`src/rtl/dlcal_pkg.sv`:
```
package dlcal_pkg;

    typedef enum logic [2:0] {
        ST_IDLE,
        ST_ENABLE,
        ST_CONFIG,
        ST_WAIT,
        ST_FINISH,
        ST_FAIL
    } dlcal_state_t;

endpackage

```
`src/rtl/dlcal_wait_timer.sv`:
```
module dlcal_wait_timer #(
    parameter int unsigned LIMIT = 1000
) (
    input  logic clk,
    input  logic rst_n,
    input  logic run,
    output logic expired
);
    localparam int unsigned CW = (LIMIT < 2) ? 1 : $clog2(LIMIT);

    logic [CW-1:0] cnt_q;

    assign expired = run && (cnt_q == CW'(LIMIT - 1));

    always_ff @(posedge clk or negedge rst_n) begin
        if (!rst_n) begin
            cnt_q <= '0;
        end else if (!run) begin
            cnt_q <= '0;
        end else if (!expired) begin
            cnt_q <= cnt_q + 1'b1;
        end
    end

    // the count never runs past the last wait cycle
    assert_wait_bound_R5: assert property (@(posedge clk) disable iff (!rst_n)
        run |-> (cnt_q <= CW'(LIMIT - 1)));

endmodule

```
`src/rtl/dlcal_msb.sv`:
```
module dlcal_msb #(
    parameter int unsigned W  = 12,
    parameter int unsigned IW = 4
) (
    input  logic [W-1:0]  vec,
    output logic [IW-1:0] idx
);
    logic [W-1:0] top;

    genvar gi;
    generate
        for (gi = 0; gi < W; gi++) begin : g_top
            if (gi == W - 1) begin : g_last
                assign top[gi] = vec[gi];
            end else begin : g_mid
                assign top[gi] = vec[gi] & ~(|vec[W-1:gi+1]);
            end
        end
    endgenerate

    always_comb begin
        idx = '0;
        for (int i = 0; i < W; i++) begin
            if (top[i]) idx = idx | IW'(i);
        end
    end

endmodule

```
`src/rtl/dlcal_seq.sv`:
```
module dlcal_seq
    import dlcal_pkg::*;
#(
    parameter int unsigned TAPS       = 11,
    parameter int unsigned LEN_W      = 12,
    parameter int unsigned UNIT_W     = 7,
    parameter int unsigned SEL_W      = 4,
    parameter int unsigned CYC_PER_US = 100,
    parameter int unsigned TIMEOUT_US = 1000
) (
    input  logic              clk,
    input  logic              rst_n,
    input  logic              start,
    output logic              done,
    output logic              error,
    output logic [UNIT_W-1:0] cal_unit,
    output logic [SEL_W-1:0]  cal_max_phase,
    output logic              dl_en,
    output logic              dl_sampler,
    output logic              dl_load,
    output logic [SEL_W-1:0]  dl_sel,
    output logic [UNIT_W-1:0] dl_unit,
    input  logic              dl_len_valid,
    input  logic [LEN_W-1:0]  dl_len
);
    localparam int unsigned TMO_CYC  = CYC_PER_US * TIMEOUT_US;
    localparam int unsigned SEL_PAST = TAPS + 1;
    localparam logic [UNIT_W-1:0] UNIT_LAST = {UNIT_W{1'b1}};

    dlcal_state_t state_q, state_d;
    logic [UNIT_W-1:0] unit_q;
    logic              tmo_hit;
    logic              len_ok;
    logic [SEL_W-1:0]  msb_idx;
    logic              at_rest;
    logic              last_code;

    dlcal_wait_timer #(.LIMIT(TMO_CYC)) i_timer (
        .clk    (clk),
        .rst_n  (rst_n),
        .run    (state_q == ST_WAIT),
        .expired(tmo_hit)
    );

    dlcal_msb #(.W(LEN_W), .IW(SEL_W)) i_msb (
        .vec(dl_len),
        .idx(msb_idx)
    );

    assign len_ok    = (|dl_len) && (dl_len[LEN_W-1:TAPS] == '0);
    assign at_rest   = (state_q == ST_IDLE) || (state_q == ST_FINISH) || (state_q == ST_FAIL);
    assign last_code = (unit_q == UNIT_LAST);

    // next-state logic
    always_comb begin
        state_d = state_q;
        unique case (state_q)
            ST_IDLE, ST_FINISH, ST_FAIL: if (start) state_d = ST_ENABLE;
            ST_ENABLE: state_d = ST_CONFIG;
            ST_CONFIG: state_d = ST_WAIT;
            ST_WAIT: begin
                if (dl_len_valid && len_ok) begin
                    state_d = ST_FINISH;
                end else if (dl_len_valid || tmo_hit) begin
                    state_d = last_code ? ST_FAIL : ST_ENABLE;
                end
            end
            default: state_d = ST_IDLE;
        endcase
    end

    // state register and sweep registers
    always_ff @(posedge clk or negedge rst_n) begin
        if (!rst_n) begin
            state_q       <= ST_IDLE;
            unit_q        <= '0;
            cal_unit      <= '0;
            cal_max_phase <= '0;
        end else begin
            state_q <= state_d;
            if (at_rest && start) begin
                unit_q <= '0;
            end else if (state_q == ST_WAIT && state_d == ST_ENABLE) begin
                unit_q <= unit_q + 1'b1;
            end
            if (state_q == ST_WAIT && state_d == ST_FINISH) begin
                cal_unit      <= unit_q;
                cal_max_phase <= msb_idx;
            end
        end
    end

    // outputs
    always_comb begin
        done       = 1'b0;
        error      = 1'b0;
        dl_en      = 1'b0;
        dl_sampler = 1'b0;
        dl_load    = 1'b0;
        unique case (state_q)
            ST_IDLE: ;
            ST_ENABLE, ST_WAIT: begin
                dl_en      = 1'b1;
                dl_sampler = 1'b1;
            end
            ST_CONFIG: begin
                dl_en      = 1'b1;
                dl_sampler = 1'b1;
                dl_load    = 1'b1;
            end
            ST_FINISH: begin
                dl_en      = 1'b1;
                dl_sampler = 1'b1;
                done       = 1'b1;
            end
            ST_FAIL: error = 1'b1;
            default: ;
        endcase
    end

    assign dl_sel  = SEL_W'(SEL_PAST);
    assign dl_unit = unit_q;

    // enables were already up the cycle before a load
    assert_enable_first_R2: assert property (@(posedge clk) disable iff (!rst_n)
        dl_load |-> (dl_en && dl_sampler && $past(dl_en && dl_sampler)));

    // each re-arm presents the next code
    assert_unit_step_R4: assert property (@(posedge clk) disable iff (!rst_n)
        (state_q == ST_ENABLE && $past(state_q == ST_WAIT)) |-> (unit_q == $past(unit_q) + 1'b1));

    // result latches the code of the accepted attempt
    assert_result_code_R8: assert property (@(posedge clk) disable iff (!rst_n)
        $rose(done) |-> (cal_unit == $past(unit_q)));

    // completion flags are exclusive and held
    assert_flags_exclusive_R11: assert property (@(posedge clk) disable iff (!rst_n)
        !(done && error));
    assert_done_held_R11: assert property (@(posedge clk) disable iff (!rst_n)
        (done && !start) |=> done);
    assert_error_held_R11: assert property (@(posedge clk) disable iff (!rst_n)
        (error && !start) |=> error);

    // failure only follows the last code
    assert_fail_last_R10: assert property (@(posedge clk) disable iff (!rst_n)
        $rose(error) |-> ($past(unit_q) == UNIT_LAST));

endmodule

```
`config.mk`:
```
export PLATFORM = sky130hd
export DESIGN_NAME = dlcal_seq
export DESIGN_NICKNAME = d
export VERILOG_FILES = /design/src/rtl/dlcal_pkg.sv /design/src/rtl/dlcal_wait_timer.sv /design/src/rtl/dlcal_msb.sv /design/src/rtl/dlcal_seq.sv
export SDC_FILE = /design/constraint.sdc
export NUM_CORES = 1
export LEC_CHECK = 0
export ABC_CLOCK_PERIOD_IN_PS = 2000
export CAP_MARGIN = 10
export CORE_ASPECT_RATIO = 0.9
export CORE_MARGIN = 4
export CORE_UTILIZATION = 45
export CTS_CLUSTER_DIAMETER = 80
export DETAILED_ROUTE_END_ITERATION = 16
export PLACE_DENSITY = 0.75
export SYNTH_ARGS = -nofsm -noshare
export SYNTH_HDL_FRONTEND = slang
export SYNTH_SLANG_ARGS = --single-unit
```
`constraint.sdc`:
```
create_clock -name clk -period 2 [get_ports clk]
set_input_delay 0.4 -clock clk [delete_from_list [all_inputs] [get_ports clk]]
set_output_delay 0.4 -clock clk [all_outputs]
set_load 0.01 [all_outputs]
```
Word level (Yosys, flattened, before mapping)
Index checks and enable logic that the tools add are counted.
{ "op_classes": {"add_sub_neg": 2, "eq_ne": 10, "mux": 24, "n_bitwise": 20, "n_reduce_logical": 23} }
{ "op_table": {"columns": ["cell", "n"], "rows": [
  ["2-to-1 mux 17 bit", 2],
  ["2-to-1 mux 3 bit", 8],
  ["adder 17 x 1 -> 17 bit, second input constant", 1],
  ["equality test 17 bit, second input constant", 1],
  ["2-to-1 mux 4 bit", 4],
  ["2-to-1 mux 7 bit", 2],
  ["one-hot mux 3 bit (4 select lines)", 1],
  ["OR reduction 12 bit", 1],
  ["AND 1 bit", 10],
  ["inverter 1 bit", 10],
  ["OR reduction 10 bit", 1],
  ["equality test 3 bit, second input constant", 3],
  ["OR reduction 9 bit", 1],
  ["OR reduction 4 bit", 2],
  ["OR reduction 8 bit", 1],
  ["adder 7 x 1 -> 7 bit, second input constant", 1],
  ["equality test 7 bit, second input constant", 1],
  ["OR reduction 7 bit", 1],
  ["equality test 3 x 1 -> 1 bit, second input constant", 2],
  ["equality test 3 x 2 -> 1 bit, second input constant", 2],
  ["logical AND 1 bit", 6],
  ["OR reduction 3 bit", 2],
  ["OR reduction 6 bit", 1],
  ["2-to-1 mux 1 bit", 5],
  ["other kinds (7)", 10]
]} }
{ "word_totals": {"register_bits": 38, "in_bits": 16, "out_inout_bits": 27, "elab_cells": 84} }

Longest topological paths before layout
Gate-level depths: netlist of run 1.
{ "depth": {"depth_word": 14, "mapped_depth": 6, "depth_no_buf": 6} }

By module
From an unflattened synthesis of run 1, not the netlist that was laid out.
{ "unflattened": {"cells_unflattened": 208, "hier_area_um2": 2089.5} }
{ "by_module_without_submodules": {"columns": ["module", "n_inst", "cells_per_inst", "area_each_um2", "seq_area_each_um2"], "rows": [
  ["dlcal_seq", 1, 100, 1084.8, 525.5],
  ["dlcal_wait_timer", 1, 92, 912.1, 425.4],
  ["dlcal_msb", 1, 16, 92.6, 0.0]
]} }

Worst setup path after synthesis of run 1
No wires, ideal clock.
{ "synth_path": {"path_kind": "register to register", "start": "register i_timer.cnt_q[6]", "end": "register unit_q[5], in the netlist dl_unit[5]", "setup_ns": 0.078, "arrival_ns": 2.063, "t_required_ns": 1.922, "path_slack_ns": -0.141, "stages_incl_launch_ff": 6, "path_buffers": 0, "period_less_slack_ns": 2.141, "path_cell_list": "dfrtp_1 > or4b_4 > o41ai_4 > nand3_2 > or4_1 > a21oi_1"} }
{ "synth_between": {"elab_chain_len": 9} }
{ "synth_lines": {"columns": ["item", "line_no", "rtl"], "rows": [
  ["start, declared", "dlcal_wait_timer.sv:11", "logic [CW-1:0] cnt_q;"],
  ["start signal, assigned", "dlcal_wait_timer.sv:21", "cnt_q <= cnt_q + 1'b1;"],
  ["equality test 17 bit", "dlcal_wait_timer.sv:13", "assign expired = run && (cnt_q == CW'(LIMIT - 1));"],
  ["logical AND 1 bit", "dlcal_wait_timer.sv:13", null],
  ["logical OR 1 bit", "dlcal_seq.sv:64", "end else if (dl_len_valid || tmo_hit) begin"],
  ["2-to-1 mux 3 bit", "dlcal_seq.sv:64", null],
  ["2-to-1 mux 3 bit", "dlcal_seq.sv:62", "if (dl_len_valid && len_ok) begin"],
  ["one-hot mux 3 bit (4 select lines)", "dlcal_seq.sv:57", "unique case (state_q)"],
  ["equality test 3 x 1 -> 1 bit", "dlcal_seq.sv:83", "end else if (state_q == ST_WAIT && state_d == ST_ENABLE) begin"],
  ["logical AND 1 bit", "dlcal_seq.sv:83", null],
  ["nonzero test 2 bit (no line)", null, null],
  ["end signal, assigned", "dlcal_seq.sv:84", "unit_q <= unit_q + 1'b1;"],
  ["end, declared", "dlcal_seq.sv:31", "logic [UNIT_W-1:0] unit_q;"]
]} }
No other way between the ends.
A chain may end at the register's enable or synchronous reset.

Final worst setup path of run 1
{ "layout_path": {"start": "register i_timer.cnt_q[8]", "end": "register unit_q[3], in the netlist dl_unit[3]"} }
The elaborated chain is that of the path after synthesis.

==> results.json, run 1 <==
{
  "status": "finished with violations",
  "failed_checks": "negative setup slack",
  "drt_iter0_markers": 117,
  "finalWeightedCongestion": 0.856,
  "fin_tns_setup_ns": -0.536,
  "crit_chain": "or4b_4 > o41ai_4 > nand3_2 > or3_4 > a21oi_4",
  "clockRootBuffer": "clkbuf_8",
  "syn_area_per_cell_um2": 9.99,
  "ys_seq_elements": 38,
  "max_stage_delay_ns": 0.56,
  "yosysSeqAreaShare": 0.476,
  "ctsLongestPathBuffers": 2,
  "yosysTopAreaCell": "dfrtp_1",
  "setup_viol": 7,
  "holdCritPathClass": "input pin to asynchronous set/reset pin",
  "ir_drop_mv": 0.522,
  "synth_edf_count": 0,
  "syn2layout_area_growth_pct": 46.6,
  "place_hpwl_um": 3420,
  "drive_above_1_share": 0.303,
  "drt-pass1-iter-count": 4,
  "ys_warn_count": 0,
  "worst_slack_ns": -0.185,
  "end_kind": "register",
  "yosysTopAreaCellShare": 0.476,
  "drcViolationCount": 0,
  "tritoncts": "yes",
  "clock_latency_ns": 0.29,
  "pre_cts_ws_ns": -0.343,
  "wl_per_cell_um": 14.9,
  "antennaDiodeCount": 0,
  "grt_max_degree": 39,
  "crit_required_ns": 2.22,
  "critical_path_arrival_ns": 2.40,
  "reg2reg_slack_ns": -0.18,
  "ant_nets": 0,
  "cts_buffers": 5,
  "drt-total-wl_um": 5120,
  "period_needed_ns": 2.18,
  "design.die.area_um2": 5570,
  "p_leak_nw": 1.30,
  "grt_pass1_vias": 1766,
  "die_h_um": 71.2,
  "crit_fanout": 6,
  "drt-vias-per-instance": 5.26,
  "fin_crit_sh": 1.09,
  "rr_worst_depth": 5,
  "hold_violations": 0,
  "p_per_area_nw_per_um2": 927,
  "critPathKind": "register to register",
  "clkSinkCount": 38,
  "cp-start-kind": "register",
  "synth_area_leaders": "dfrtp_1 48%, nor2_1 5.3%, mux2_2 3.9%",
  "timing.fmax_mhz": 458,
  "totalPowerFinal_mw": 2.72,
  "mostFrequentLayoutCells": "45 x buf_4, 36 x dfrtp_1, 33 x clkdlybuf4s50_1, 27 x nor2_1, 11 x a21oi_1",
  "fin_skew_ns": 0.00365,
  "rsz0062_at_grt": "true",
  "nNetsFinal": 301,
  "h-tree-depth": 2,
  "slowest_stage": "or4b_4",
  "ys_types": 42,
  "timing.hold.ws_ns": 0.138,
  "vias": 1811,
  "r2r-start": "i_timer.cnt_q[8]$_DFFE_PN0P_",
  "synth-main-ff-cell": "dfrtp_1",
  "rows": 22,
  "core_area_um2": 4180,
  "maxSlewViolCount": 0,
  "path_clk_slew_ns": 0.08,
  "start_util": 0.478,
  "grt_overflow": 0,
  "die_x_um": 78.2,
  "netlist_area_um2": 2000,
  "grt_pass1_wl_um": 8360,
  "antenna_found_initial": 0,
  "r2r_end": "dl_unit[3]$_DFFE_PN0P_",
  "numPortBuffers": 38,
  "io-pin-count": 43,
  "syn_inst": 200,
  "maxCapViolations": 0,
  "final_common_cell": "buf_4",
  "ys_async_sr_fraction": 1.00,
  "grt_usage": 0.188
}
==> per-stage QoR <==
| stage | instance area (um2) | cells | util |
|---|---|---|---|
| final | 2930 | 344 | 0.700 |
| after global routing | 2930 | 344 | 0.700 |
| after CTS | 2850 | 340 | 0.681 |
| after detailed placement | 2690 | 328 | 0.644 |
| after global placement | 2690 | 328 | 0.644 |
| after floorplan | 2010 | 202 | - |
==> cell type report <==
type	instances	area [um2]
clock buffer	7	86.3
clock inverter	1	5.00
fill	329	1250
inverter	5	18.8
multi-input combinational	150	1080
sequential	38	953
tap	60	75.1
timing repair buffer	83	712
==> metal layers <==
layer  wire length, um  track usage  part of all wire  up-vias
met2              2580        0.317              0.50       50
met3               336       0.0565             0.066        5
li1                  -            -                 -      877
met4                28       0.0350            0.0055        0
met1              2170        0.244              0.42      879
met5                 0            0                 0        -
==> state kept, by name, indices dropped and copies added, names as in the netlist <==
signal,flops
cal_unit,7
i_timer.cnt_q,17
dl_unit,7
cal_max_phase,4
state_q,3
==> worst max-delay path, delay by kind of cell (launching register included) <==
family	cells	cell delay [ns]
flip-flops	1	0.38
AND/OR/NAND/NOR	3	1.19
AO/OA/AOI/OAI	2	0.55
==> how the worst max path moves through the flow <==
stage / start / slack (ns) / endpoint
2_1_floorplan: i_timer.cnt_q[12]$_DFFE_PN0P_ / -0.13 / dl_unit[5]$_DFFE_PN0P_
3_3_place_gp: dl_len[5] / -0.27 / cal_unit[2]$_DFFE_PN0P_
3_5_place_dp: dl_len[5] / -0.34 / cal_unit[2]$_DFFE_PN0P_
4_1_cts: i_timer.cnt_q[11]$_DFFE_PN0P_ / -0.14 / dl_unit[5]$_DFFE_PN0P_
5_1_grt: i_timer.cnt_q[8]$_DFFE_PN0P_ / -0.28 / dl_unit[5]$_DFFE_PN0P_
6_report: i_timer.cnt_q[8]$_DFFE_PN0P_ / -0.18 / dl_unit[3]$_DFFE_PN0P_
==> logic make-up after synthesis <==
kind of cell    Yosys count  synth area share
simple gates             90             0.259
flops                    38             0.476
compound gates           31             0.105
buf+inv                  15            0.0382
xor+xnor                 13            0.0570
mux                       9            0.0495
fa+ha+maj                 2            0.0125
other cells               2           0.00376
==> synth_stat cells (6+ instances only) <==
master   instances
nand2_1         10
o21ai_0          7
nor2_1          28
nand3_1          6
xor2_1           8
a21oi_1         13
dfrtp_1         38
or3_1            6
mux2_2           7
==> power breakdown <==
| group | internal [mW] | total, mW | leakage, nW | switching, mW |
|---|---|---|---|---|
| Combinational | 0.584 | 1.11 | 0.749 | 0.530 |
| Sequential | 0.907 | 1.04 | 0.504 | 0.135 |
| Clock | 0.278 | 0.559 | 0.0482 | 0.280 |
| Total | 1.77 | 2.72 | 1.30 | 0.946 |
==> repair_timing <==
item                                    4_1_cts  5_1_grt
pin swaps                                     5        5
hold buffers                                  0        0
resized for setup                            11       13
endpoints found under the setup margin       17       17
cloned                                        1        0
setup buffers                                 3        4
(Power assumes the default switching activity.)
==> run 2, diff against run 1 <==
- ABC_CLOCK_PERIOD_IN_PS: 2000 -> 2220
- CORE_UTILIZATION: 45 -> 48
- PLACE_DENSITY: 0.75 -> 0.76
- SLEW_MARGIN: unset -> 20
- clock period: 2 -> 2.22 ns (I/O delays scaled with it)
==> run 2 against run 1 <==
Against the previous run:
- the run now ends clean
- global-route usage decreased by 1.2 points
- register-to-register slack improved by 0.20 ns
- sequential cell count unchanged
- core utilization decreased by 0.45 points
- critical path depth unchanged
- wire length decreased by 11%
- die area decreased by 5.6%
- clock skew increased by 0.0046 ns
- final cell count decreased by 9.9%
- sequential share of layout area increased by 2.9 points
- clock power decreased by 11%
==> results.json, run 2 (synthesized netlist as in run 1, its figures left out) <==
{
  "grt_max_degree": 39,
  "dpl-instance-area_um2": 2550,
  "reg2reg_slack_ns": 0.01,
  "r2r_end": "dl_unit[5]$_DFFE_PN0P_",
  "worstMarginPinSlew_ns": 0.848,
  "tritoncts": "yes",
  "design.die.area_um2": 5260,
  "multi_input_area_um2": 993,
  "setup_viol": 0,
  "ir_drop_mv": 0.632,
  "antennaDiodeCount": 0,
  "antenna_found_initial": 0,
  "start_util": 0.517,
  "crit_fanout": 3,
  "drt-total-wl_um": 4540,
  "grt_pass1_vias": 1588,
  "grt_overflow": 0,
  "critical_path_arrival_ns": 2.43,
  "rsz0062_at_grt": "true",
  "p_leak_nw": 1.18,
  "path_delay_family": "simple AND/OR/NAND/NOR gates",
  "combPwrFrac": 0.370,
  "fin_cells": 310,
  "p_seq_frac": 0.414,
  "crit_chain": "or4b_4 > o41ai_4 > nand3_2 > or4_1 > a21oi_1",
  "fillers": 300,
  "holdCritPathClass": "input pin to asynchronous set/reset pin",
  "drcViolationCount": 0,
  "grt_usage": 0.176,
  "hold_violations": 0,
  "ctsLongestPathBuffers": 2,
  "drt-pass1-iter-count": 4,
  "drt_iter0_markers": 142,
  "largest_reg_flops": 17,
  "io-pin-count": 43,
  "path_clk_slew_ns": 0.08,
  "numPortBuffers": 38,
  "place_hpwl_um": 3290,
  "maxSlewViolCount": 0,
  "core_area_um2": 3860,
  "max_stage_delay_ns": 0.57,
  "p_per_area_nw_per_um2": 855,
  "fin_skew_ns": 0.00823,
  "p_sw_uw": 779,
  "critPathBufInv": 0,
  "vias": 1691,
  "drt-vias-per-instance": 5.45,
  "timing.hold.ws_ns": 0.251,
  "fin_crit_sh": 0.995,
  "h-tree-depth": 2,
  "period_needed_ns": 2.21,
  "seqCellArea_um2": 952,
  "status": "complete, no violations",
  "slowest_stage": "or4b_4",
  "nNetsFinal": 281,
  "cts_buffers": 5,
  "cts_hold_buf": 0,
  "power_frac_clock": 0.216,
  "die_h_um": 69.2,
  "timing.fmax_mhz": 453,
  "r2r-start": "i_timer.cnt_q[13]$_DFFE_PN0P_",
  "worst_slack_ns": 0.0103,
  "rr_worst_depth": 5,
  "end_kind": "register",
  "cp-start-kind": "register",
  "design_area_um2": 2690,
  "regMostFlops": "i_timer.cnt_q",
  "intPower_mw": 1.52,
  "finalWeightedCongestion": 0.771,
  "maxCapViolations": 0,
  "clock_latency_ns": 0.29,
  "mostFrequentLayoutCells": "37 x dfrtp_1, 37 x clkdlybuf4s50_1, 27 x nor2_1, 26 x buf_4, 12 x a21oi_1",
  "pre_cts_ws_ns": -0.269,
  "max_slew_margin": 0.435,
  "clkSinkCount": 38,
  "drive_above_1_share": 0.212,
  "critPathKind": "register to register",
  "syn2layout_area_growth_pct": 34.5,
  "die_x_um": 76.0,
  "crit_required_ns": 2.44,
  "placed_cells": 299,
  "grt_pass1_wl_um": 7600,
  "ant_nets": 0,
  "rows": 21,
  "clockRootBuffer": "clkbuf_8",
  "wl_per_cell_um": 14.7,
  "sw_frac_of_total": 0.339
}
==> run 2: cell types whose count changed in the layout (fill, tap and decap cells not counted), moves of 2 or more <==
cell | previous run | this run
and3_4 | 2 | 0
buf_4 | 45 | 26
clkdlybuf4s50_1 | 33 | 37
dlygate4sd2_1 | 3 | 0
nand2_1 | 8 | 10
nand2_2 | 2 | 0
nor4_1 | 0 | 3
nor4_2 | 4 | 1
==> run 2: layout make-up <==
| type | count | area share |
|---|---|---|
| inverter | 5 | 0.00698 |
| clock inverter | 2 | 0.00466 |
| clock buffer | 6 | 0.0307 |
| sequential | 38 | 0.354 |
| tap | 46 | 0.0214 |
| timing repair buffer | 64 | 0.212 |
| multi-input combinational | 149 | 0.370 |
==> run 2: repair_timing <==
| action | in CTS | in global routing |
|---|---|---|
| endpoints found under the hold margin | 0 | 0 |
| setup endpoints to repair | 0 | 16 |
| gates resized for setup | 0 | 4 |
| buffers inserted | 0 | 3 |
==> run 2: metrics by stage <==
stage | TNS (ns) | total power, mW | util
final | 0 | 2.30 | 0.696
after global routing | -0.109 | 2.44 | 0.696
after CTS | 0 | 2.29 | 0.686
after detailed placement | -3.42 | 1.79 | 0.661
after global placement | -2.96 | 1.77 | 0.661
after floorplan | 0 | 1.38 | -
==> run 2: power groups by stage <==
stage	Sequential (mW)	Combinational, mW	Clock, mW
2_1_floorplan	0.939	0.438	0
3_3_place_gp	0.948	0.819	0
4_1_cts	0.945	0.839	0.504
3_5_place_dp	0.956	0.836	0
6_report	0.950	0.851	0.496
5_1_grt	0.972	0.928	0.543
==> run 2: per-layer routing <==
metal	wire length, um	track usage
met1	2180	0.236
met2	2090	0.266
met3	218	0.0571
met5	0	0
met4	55	0.0652
==> run 2: how the worst max path moves through the flow <==
stage / slack, ns / endpoint / startpoint / depth (start not counted)
after detailed placement: -0.27 / cal_unit[2]$_DFFE_PN0P_ / dl_len[5] / 5
final: 0.01 / dl_unit[5]$_DFFE_PN0P_ / i_timer.cnt_q[13]$_DFFE_PN0P_ / 5
after floorplan: 0.08 / dl_unit[5]$_DFFE_PN0P_ / i_timer.cnt_q[6]$_DFFE_PN0P_ / 5
after global placement: -0.22 / cal_unit[2]$_DFFE_PN0P_ / dl_len[5] / 5
after CTS: 0.001 / dl_unit[5]$_DFFE_PN0P_ / i_timer.cnt_q[6]$_DFFE_PN0P_ / 5
after global routing: -0.04 / dl_unit[4]$_DFFE_PN0P_ / dl_len[9] / 8
